--- src/rtl/dlmc_pkg.sv ---
package dlmc_pkg;

    localparam int DEF_LINES = 6;
    localparam int DEF_LEN   = 41;
    localparam int DEF_DW    = 16;
    localparam int DEF_CAW   = 7;

    typedef enum logic [2:0] {
        OP_NOP  = 3'd0,
        OP_IN   = 3'd1,
        OP_DEC  = 3'd2,
        OP_NEAR = 3'd3,
        OP_FAR  = 3'd4,
        OP_COEF = 3'd5
    } op_e;

endpackage

--- src/rtl/dlmc_ring_sub.sv ---
module dlmc_ring_sub #(
    parameter int LEN = dlmc_pkg::DEF_LEN
) (
    input  logic [$clog2(LEN)-1:0] base,
    input  logic [$clog2(LEN)-1:0] offset,
    output logic [$clog2(LEN)-1:0] slot
);
    localparam int SW = $clog2(LEN);

    // modular subtraction on a ring of LEN slots
    always_comb begin
        if (base >= offset) begin
            slot = base - offset;
        end else begin
            slot = SW'(int'(base) + LEN - int'(offset));
        end
    end

endmodule

--- src/rtl/dlmc_heads.sv ---
module dlmc_heads #(
    parameter int NUM_LINES = dlmc_pkg::DEF_LINES,
    parameter int LEN       = dlmc_pkg::DEF_LEN
) (
    input  logic                                       clk,
    input  logic                                       rst_n,
    input  logic                                       wr_en,
    input  logic [$clog2(NUM_LINES)-1:0]               wr_line,
    output logic [NUM_LINES-1:0][$clog2(LEN)-1:0]      heads
);
    localparam int SW = $clog2(LEN);

    logic [NUM_LINES-1:0][SW-1:0] head_d, head_q;

    always_comb begin
        head_d = head_q;
        for (int i = 0; i < NUM_LINES; i++) begin
            if (wr_en && int'(wr_line) == i) begin
                head_d[i] = (int'(head_q[i]) == LEN - 1) ? '0 : head_q[i] + 1'b1;
            end
        end
    end

    always_ff @(posedge clk or negedge rst_n) begin
        if (!rst_n) begin
            for (int i = 0; i < NUM_LINES; i++) begin
                head_q[i] <= SW'(LEN - 1);
            end
        end else begin
            head_q <= head_d;
        end
    end

    assign heads = head_q;

    for (genvar g = 0; g < NUM_LINES; g++) begin : g_line_chk
        // a line not written this cycle keeps its head
        assert_idle_head_R4: assert property (@(posedge clk) disable iff (!rst_n)
            !(wr_en && int'(wr_line) == g) |=> $stable(heads[g]));
        // head always names a real slot
        assert_head_range_R4: assert property (@(posedge clk) disable iff (!rst_n)
            int'(heads[g]) < LEN);
    end

endmodule

--- src/rtl/dlmc_ram.sv ---
module dlmc_ram #(
    parameter int DEPTH = dlmc_pkg::DEF_LINES * dlmc_pkg::DEF_LEN,
    parameter int DW    = dlmc_pkg::DEF_DW
) (
    input  logic                     clk,
    input  logic                     en,
    input  logic                     we,
    input  logic [$clog2(DEPTH)-1:0] addr,
    input  logic [DW-1:0]            wdata,
    output logic [DW-1:0]            rdata
);
    logic [DW-1:0] mem_q [DEPTH];

    always_ff @(posedge clk) begin
        if (en) begin
            if (we) begin
                mem_q[addr] <= wdata;
            end else begin
                rdata <= mem_q[addr];
            end
        end
    end

endmodule

--- src/rtl/octave_delay_ctrl.sv ---
module octave_delay_ctrl #(
    parameter int NUM_LINES = dlmc_pkg::DEF_LINES,
    parameter int LINE_LEN  = dlmc_pkg::DEF_LEN,
    parameter int DATA_W    = dlmc_pkg::DEF_DW,
    parameter int COEF_AW   = dlmc_pkg::DEF_CAW
) (
    input  logic                                     clk,
    input  logic                                     rst_n,
    input  logic [2:0]                               cmd_op,
    input  logic [$clog2(NUM_LINES)-1:0]             cmd_line,
    input  logic [$clog2(LINE_LEN)-1:0]              cmd_tap,
    input  logic [COEF_AW-1:0]                       coef_idx,
    input  logic [DATA_W-1:0]                        in_sample,
    input  logic [DATA_W-1:0]                        dec_sample,
    output logic                                     ram_en,
    output logic                                     ram_we,
    output logic [$clog2(NUM_LINES*LINE_LEN)-1:0]    ram_addr,
    output logic [DATA_W-1:0]                        ram_wdata,
    output logic                                     rom_en,
    output logic [COEF_AW-1:0]                       rom_addr,
    output logic [DATA_W-1:0]                        rd_data,
    output logic                                     rd_valid
);
    import dlmc_pkg::*;

    localparam int SLOT_W  = $clog2(LINE_LEN);
    localparam int LINE_W  = $clog2(NUM_LINES);
    localparam int DEPTH   = NUM_LINES * LINE_LEN;
    localparam int ADDR_W  = $clog2(DEPTH);
    localparam int TAP_MAX = (LINE_LEN - 1) / 2;

    typedef struct packed {
        logic              ram_en;
        logic              ram_we;
        logic              from_in;
        logic [LINE_W-1:0] line;
        logic [SLOT_W-1:0] off;
        logic              rom_en;
    } acc_t;

    typedef struct packed {
        logic [ADDR_W-1:0]  ram_addr;
        logic [DATA_W-1:0]  wdata;
        logic [COEF_AW-1:0] rom_addr;
        logic               rd_valid;
    } state_t;

    acc_t   acc;
    state_t st_d, st_q;

    logic [NUM_LINES-1:0][SLOT_W-1:0] heads_w;
    logic [SLOT_W-1:0]                slot_w;
    logic [ADDR_W-1:0]                flat_w;
    logic [DATA_W-1:0]                wsel_w;

    // command decode: at most one memory touched per cycle
    always_comb begin
        acc = '0;
        if (rst_n) begin
            case (cmd_op)
                OP_IN: begin
                    acc.ram_en  = 1'b1;
                    acc.ram_we  = 1'b1;
                    acc.from_in = 1'b1;
                    acc.line    = '0;
                    acc.off     = SLOT_W'(LINE_LEN - 1);
                end
                OP_DEC: begin
                    if (int'(cmd_line) < NUM_LINES - 1) begin
                        acc.ram_en = 1'b1;
                        acc.ram_we = 1'b1;
                        acc.line   = cmd_line + LINE_W'(1);
                        acc.off    = SLOT_W'(LINE_LEN - 1);
                    end
                end
                OP_NEAR: begin
                    if (int'(cmd_line) < NUM_LINES && int'(cmd_tap) <= TAP_MAX) begin
                        acc.ram_en = 1'b1;
                        acc.line   = cmd_line;
                        acc.off    = cmd_tap;
                    end
                end
                OP_FAR: begin
                    if (int'(cmd_line) < NUM_LINES && int'(cmd_tap) < TAP_MAX) begin
                        acc.ram_en = 1'b1;
                        acc.line   = cmd_line;
                        acc.off    = SLOT_W'(LINE_LEN - 1) - cmd_tap;
                    end
                end
                OP_COEF: begin
                    acc.rom_en = 1'b1;
                end
                default: ;
            endcase
        end
    end

    dlmc_heads #(
        .NUM_LINES (NUM_LINES),
        .LEN       (LINE_LEN)
    ) u_heads (
        .clk     (clk),
        .rst_n   (rst_n),
        .wr_en   (acc.ram_en && acc.ram_we),
        .wr_line (acc.line),
        .heads   (heads_w)
    );

    // writes land one past head, i.e. head - (LEN-1) on the ring
    dlmc_ring_sub #(
        .LEN (LINE_LEN)
    ) u_sub (
        .base   (heads_w[acc.line]),
        .offset (acc.off),
        .slot   (slot_w)
    );

    assign flat_w = ADDR_W'(int'(acc.line) * LINE_LEN + int'(slot_w));
    assign wsel_w = acc.from_in ? in_sample : dec_sample;

    always_comb begin
        st_d          = st_q;
        st_d.rd_valid = acc.ram_en && !acc.ram_we;
        if (acc.ram_en) begin
            st_d.ram_addr = flat_w;
        end
        if (acc.ram_en && acc.ram_we) begin
            st_d.wdata = wsel_w;
        end
        if (acc.rom_en) begin
            st_d.rom_addr = coef_idx;
        end
    end

    always_ff @(posedge clk or negedge rst_n) begin
        if (!rst_n) begin
            st_q <= '0;
        end else begin
            st_q <= st_d;
        end
    end

    dlmc_ram #(
        .DEPTH (DEPTH),
        .DW    (DATA_W)
    ) u_ram (
        .clk   (clk),
        .en    (acc.ram_en),
        .we    (acc.ram_we),
        .addr  (flat_w),
        .wdata (wsel_w),
        .rdata (rd_data)
    );

    assign ram_en    = acc.ram_en;
    assign ram_we    = acc.ram_we;
    assign ram_addr  = st_d.ram_addr;
    assign ram_wdata = st_d.wdata;
    assign rom_en    = acc.rom_en;
    assign rom_addr  = st_d.rom_addr;
    assign rd_valid  = st_q.rd_valid;

    assert_one_memory_R9: assert property (@(posedge clk) disable iff (!rst_n)
        !(ram_en && rom_en));

    assert_ram_hold_R9: assert property (@(posedge clk) disable iff (!rst_n)
        !ram_en |-> $stable(ram_addr));

    assert_rom_hold_R9: assert property (@(posedge clk) disable iff (!rst_n)
        !rom_en |-> $stable(rom_addr));

    assert_read_latency_R5: assert property (@(posedge clk) disable iff (!rst_n)
        (ram_en && !ram_we) |=> rd_valid);

    assert_centre_once_R7: assert property (@(posedge clk) disable iff (!rst_n)
        (cmd_op == OP_FAR && int'(cmd_tap) == TAP_MAX) |=> !rd_valid);

    assert_addr_range_R10: assert property (@(posedge clk) disable iff (!rst_n)
        ram_en |-> int'(ram_addr) < DEPTH);

    assert_dec_target_R3: assert property (@(posedge clk) disable iff (!rst_n)
        (cmd_op == OP_DEC && ram_we) |-> int'(ram_addr) >= (int'(cmd_line) + 1) * LINE_LEN);

endmodule

--- config.mk ---
export PLATFORM = sky130hd
export DESIGN_NAME = octave_delay_ctrl
export DESIGN_NICKNAME = d
export VERILOG_FILES = /design/src/rtl/dlmc_pkg.sv /design/src/rtl/dlmc_ring_sub.sv /design/src/rtl/dlmc_heads.sv /design/src/rtl/dlmc_ram.sv /design/src/rtl/octave_delay_ctrl.sv
export SDC_FILE = /design/constraint.sdc
export NUM_CORES = 2
export LEC_CHECK = 0
export BUFFER_PORTS_ARGS = -buffer_cell sky130_fd_sc_hd__buf_2
export CORE_UTILIZATION = 55
export DETAILED_ROUTE_END_ITERATION = 7
export PLACE_DENSITY = 0.71
export SLEW_MARGIN = 20
export SYNTH_ARGS = -nofsm -noshare
export SYNTH_HDL_FRONTEND = slang
export SYNTH_SLANG_ARGS = --single-unit
--- constraint.sdc ---
create_clock -name clk -period 15.1 [get_ports clk]
set_clock_uncertainty 0.2 [all_clocks]
set_input_delay 2.265 -clock clk [delete_from_list [all_inputs] [get_ports clk]]
set_output_delay 2.265 -clock clk [all_outputs]
set_load 0.005 [all_outputs]
==> results_dict.tcl <==
set metrics [dict create \
    yosysTopAreaCellShare 0.7618 \
    postCtsSetupBuffers 0 \
    drv_slew 0 \
    clock-sinks 4020 \
    synthesis.area_um2 155800 \
    gp_congestion 0.8797 \
    rsz0062_at_grt "no" \
    finalCritPeriodShare 0.8294 \
    drtIter0Drc 10720 \
    ys.flop_type "edfxtp_1" \
    root_buffer "clkbuf_16" \
    required_ns 12.64 \
    cellPowerDensity_nw_per_um2 230.0 \
    worst_slew_pin_slew_ns 1.241 \
    reg2reg_slack_ns 6.82 \
    final_common_cell "edfxtp_1" \
    rr_worst_depth 19 \
    hold_buffers 0 \
    drv_cap 0 \
    reg2reg_from "u_heads.heads[3]" \
    clk_latency_ns 0.99 \
    clk_path_buf_depth 4 \
    drt_drc_violations_left 0 \
    r2r_end "u_ram.rdata[7]" \
    syn_nets 7290 \
    min_from "st_q[24]" \
    min_path_cells 2 \
    syn_inst 7191 \
    syn2layout_area_growth_pct 12.54 \
    top_layer "met5" \
    yosysUniqueCellTypes 72 \
    yosysWarnings 0 \
    fp-row-count 195 \
    via_per_inst 6.582 \
    hold_viol 0 \
    fmax_ghz 0.07984 \
    crit_arrival_ns 10.06 \
    fin_cells 11660 \
    firstDrtPassIters 6 \
    wl_met1_um 147100 \
    grt_max_degree 127 \
    worstPathCellList "buf_4, nand2_1, mux2_2, nor4_4, buf_4, o2bb2ai_1, nand2_1, o221ai_1, o22ai_1, ha_1, fa_1, a31oi_1, nand2_1, a31oi_1, o21ai_0, ha_1, ha_4, fa_4, buf_4, nand2_1, nand2_1, buf_2" \
    async_flop_share 0.01692 \
    crit_path_end_kind "primary output" \
    overflow 0 \
    route.met3.wl_um 38310 \
    path_buf_inv 4 \
    grt_pass1_wl_um 547900 \
    tns_ns 0 \
    worstPathMaxFanout 71 \
    antenna_found_initial 14 \
    drive_gt1_frac 0.2668 \
    cts_buffers 397 \
    dieArea_um2 285400 \
    vias 76750 \
    vdd_drop_max_mv 0.3400 \
    leakage_nw 55.09 \
    grt_pass1_vias 76410 \
    startpoint_type "input pin" \
    wirelength_um 382700 \
    core-area_um2 282000 \
    cp_common_cell "nand2_1" \
    synthTopCellsByArea "edfxtp_1, mux4_2, a22oi_1" \
    hpwl_um 218200 \
    synth_seq_area_share 0.7728 \
    ctsResizeCount 0 \
    tritoncts "done" \
    cts.clk_slew.worst_paths_ns 0.06 \
    port_buffers 103 \
    dieHeight_um 534.2 \
    min_period_ns 12.52 \
    cp_slowest_cell "fa_4" \
    synth_edf_count 3952 \
    final_cell_mix "edfxtp_1, mux4_2, clkbuf_16, a22oi_1, buf_4" \
    ys_ff_latch 4020 \
    synth_area_leader_cell "edfxtp_1" \
    critical_path.top_delay_family "adder cells" \
    hp-class "register to register" \
    slew_headroom 0.1651 \
    layout.nets 7688 \
    initial_core_util 0.5523 \
    criticalPathCategory "input pin to primary output" \
    die_w_um 534.2 \
    cpPeakStageDelay_ns 1.21 \
    hold_end "st_q[24]" \
    grt.total_usage 0.2678 \
    route.met2.wl_um 182700 \
    syn_avg_cell_area_um2 21.66 \
    io_pins 104 \
    setup_viol 0 \
    antenna_left 0 \
    numPlacedInstances 10930 \
    wire_per_inst_um 32.82 \
    htree_num_levels 5 \
    outcome "finished, final reports clean" \
]
per-stage QoR:
step | utilization | hold slack, ns | setup WS, ns | instance area, µm² | power, mW
2_1_floorplan | - | 0.2352 | 4.068 | 155800 | 24.35
3_3_place_gp | 0.5755 | 0.2452 | 2.596 | 162300 | 30.47
3_5_place_dp | 0.5755 | 0.2501 | 2.530 | 162300 | 30.58
4_1_cts | 0.6215 | 0.2657 | 2.517 | 175300 | 40.39
5_1_grt | 0.6216 | 0.2857 | 1.834 | 175300 | 41.52
6_report | 0.6216 | 0.2668 | 2.575 | 175300 | 40.32
logic make-up after synthesis:
logic type,count (synthesis),synth area share
compound gates,800,0.03560
xor+xnor,19,0.001237
fa+ha+maj,46,0.003936
buf+inv,481,0.01357
flops,4020,0.7728
mux,1162,0.1534
simple gates,663,0.01940
worst reg2reg max path, cell delays in order, from the launching register on:
cell and delay [ns]:
dfstp_2 0.58, inv_1 0.05, a21oi_1 0.11, o21ai_0 0.13, o32ai_1 0.44, ha_1 0.35
a31oi_1 0.25, nand2_1 0.09, a31oi_1 0.65, o21ai_0 0.23, ha_1 0.37, ha_4 0.75
buf_4 0.61, buf_12 0.56, mux4_2 0.54, a22oi_1 0.33, a21boi_1 0.26, nor4_1 1.03
mux2_2 0.42, mux2i_1 0.09
synthesized netlist by cell type, types with 48 or more instances:
| master | instances |
|---|---|
| a21oi_1 | 149 |
| a21boi_1 | 49 |
| mux4_2 | 976 |
| edfxtp_1 | 3952 |
| dfrtp_1 | 56 |
| nand2_1 | 195 |
| mux2_2 | 48 |
| buf_2 | 118 |
| mux2i_1 | 138 |
| a21boi_0 | 48 |
| nor2_1 | 301 |
| clkbuf_1 | 234 |
| buf_1 | 50 |
| a22oi_1 | 389 |
power breakdown:
group	internal (mW)	total (mW)	leakage (nW)	switching, mW
Sequential	12.4	12.5	36.3	0.0301
Clock	5.65	9.86	6.27	4.21
Combinational	7.08	18.0	12.5	10.9
final cells by class:
class	instances	area (µm²)
sequential	4020	120400
fill	18740	106700
multi-input combinational	2690	33780
clock buffer	473	10310
tap	3743	4683
timing repair buffer	441	3313
clock inverter	249	2679
inverter	39	146.4
antenna	6	15.01
routing by layer:
layer,vias to the layer above,global-route usage
li1,31030,-
met2,4391,0.4182
met3,666,0.05319
met5,-,0
met1,40670,0.3803
met4,4,0.09731
state kept, by name, summed over array words and instances (netlist names):
register / count
st_q: 31
u_ram.rdata: 16
u_heads.heads: 36
rd_valid: 1
u_ram.mem_q: 3936
how the worst max path moves through the flow:
stage	from	end	slack (ns)	cells after the start
2_1_floorplan	cmd_op[2]	ram_addr[7]	4.07	28
3_3_place_gp	rst_n	ram_addr[7]	2.60	25
3_5_place_dp	rst_n	ram_addr[7]	2.53	26
4_1_cts	rst_n	ram_addr[7]	2.52	26
5_1_grt	rst_n	ram_addr[7]	1.83	26
6_report	rst_n	ram_addr[2]	2.58	22
No activity file was read; power rests on OpenSTA's default activity.
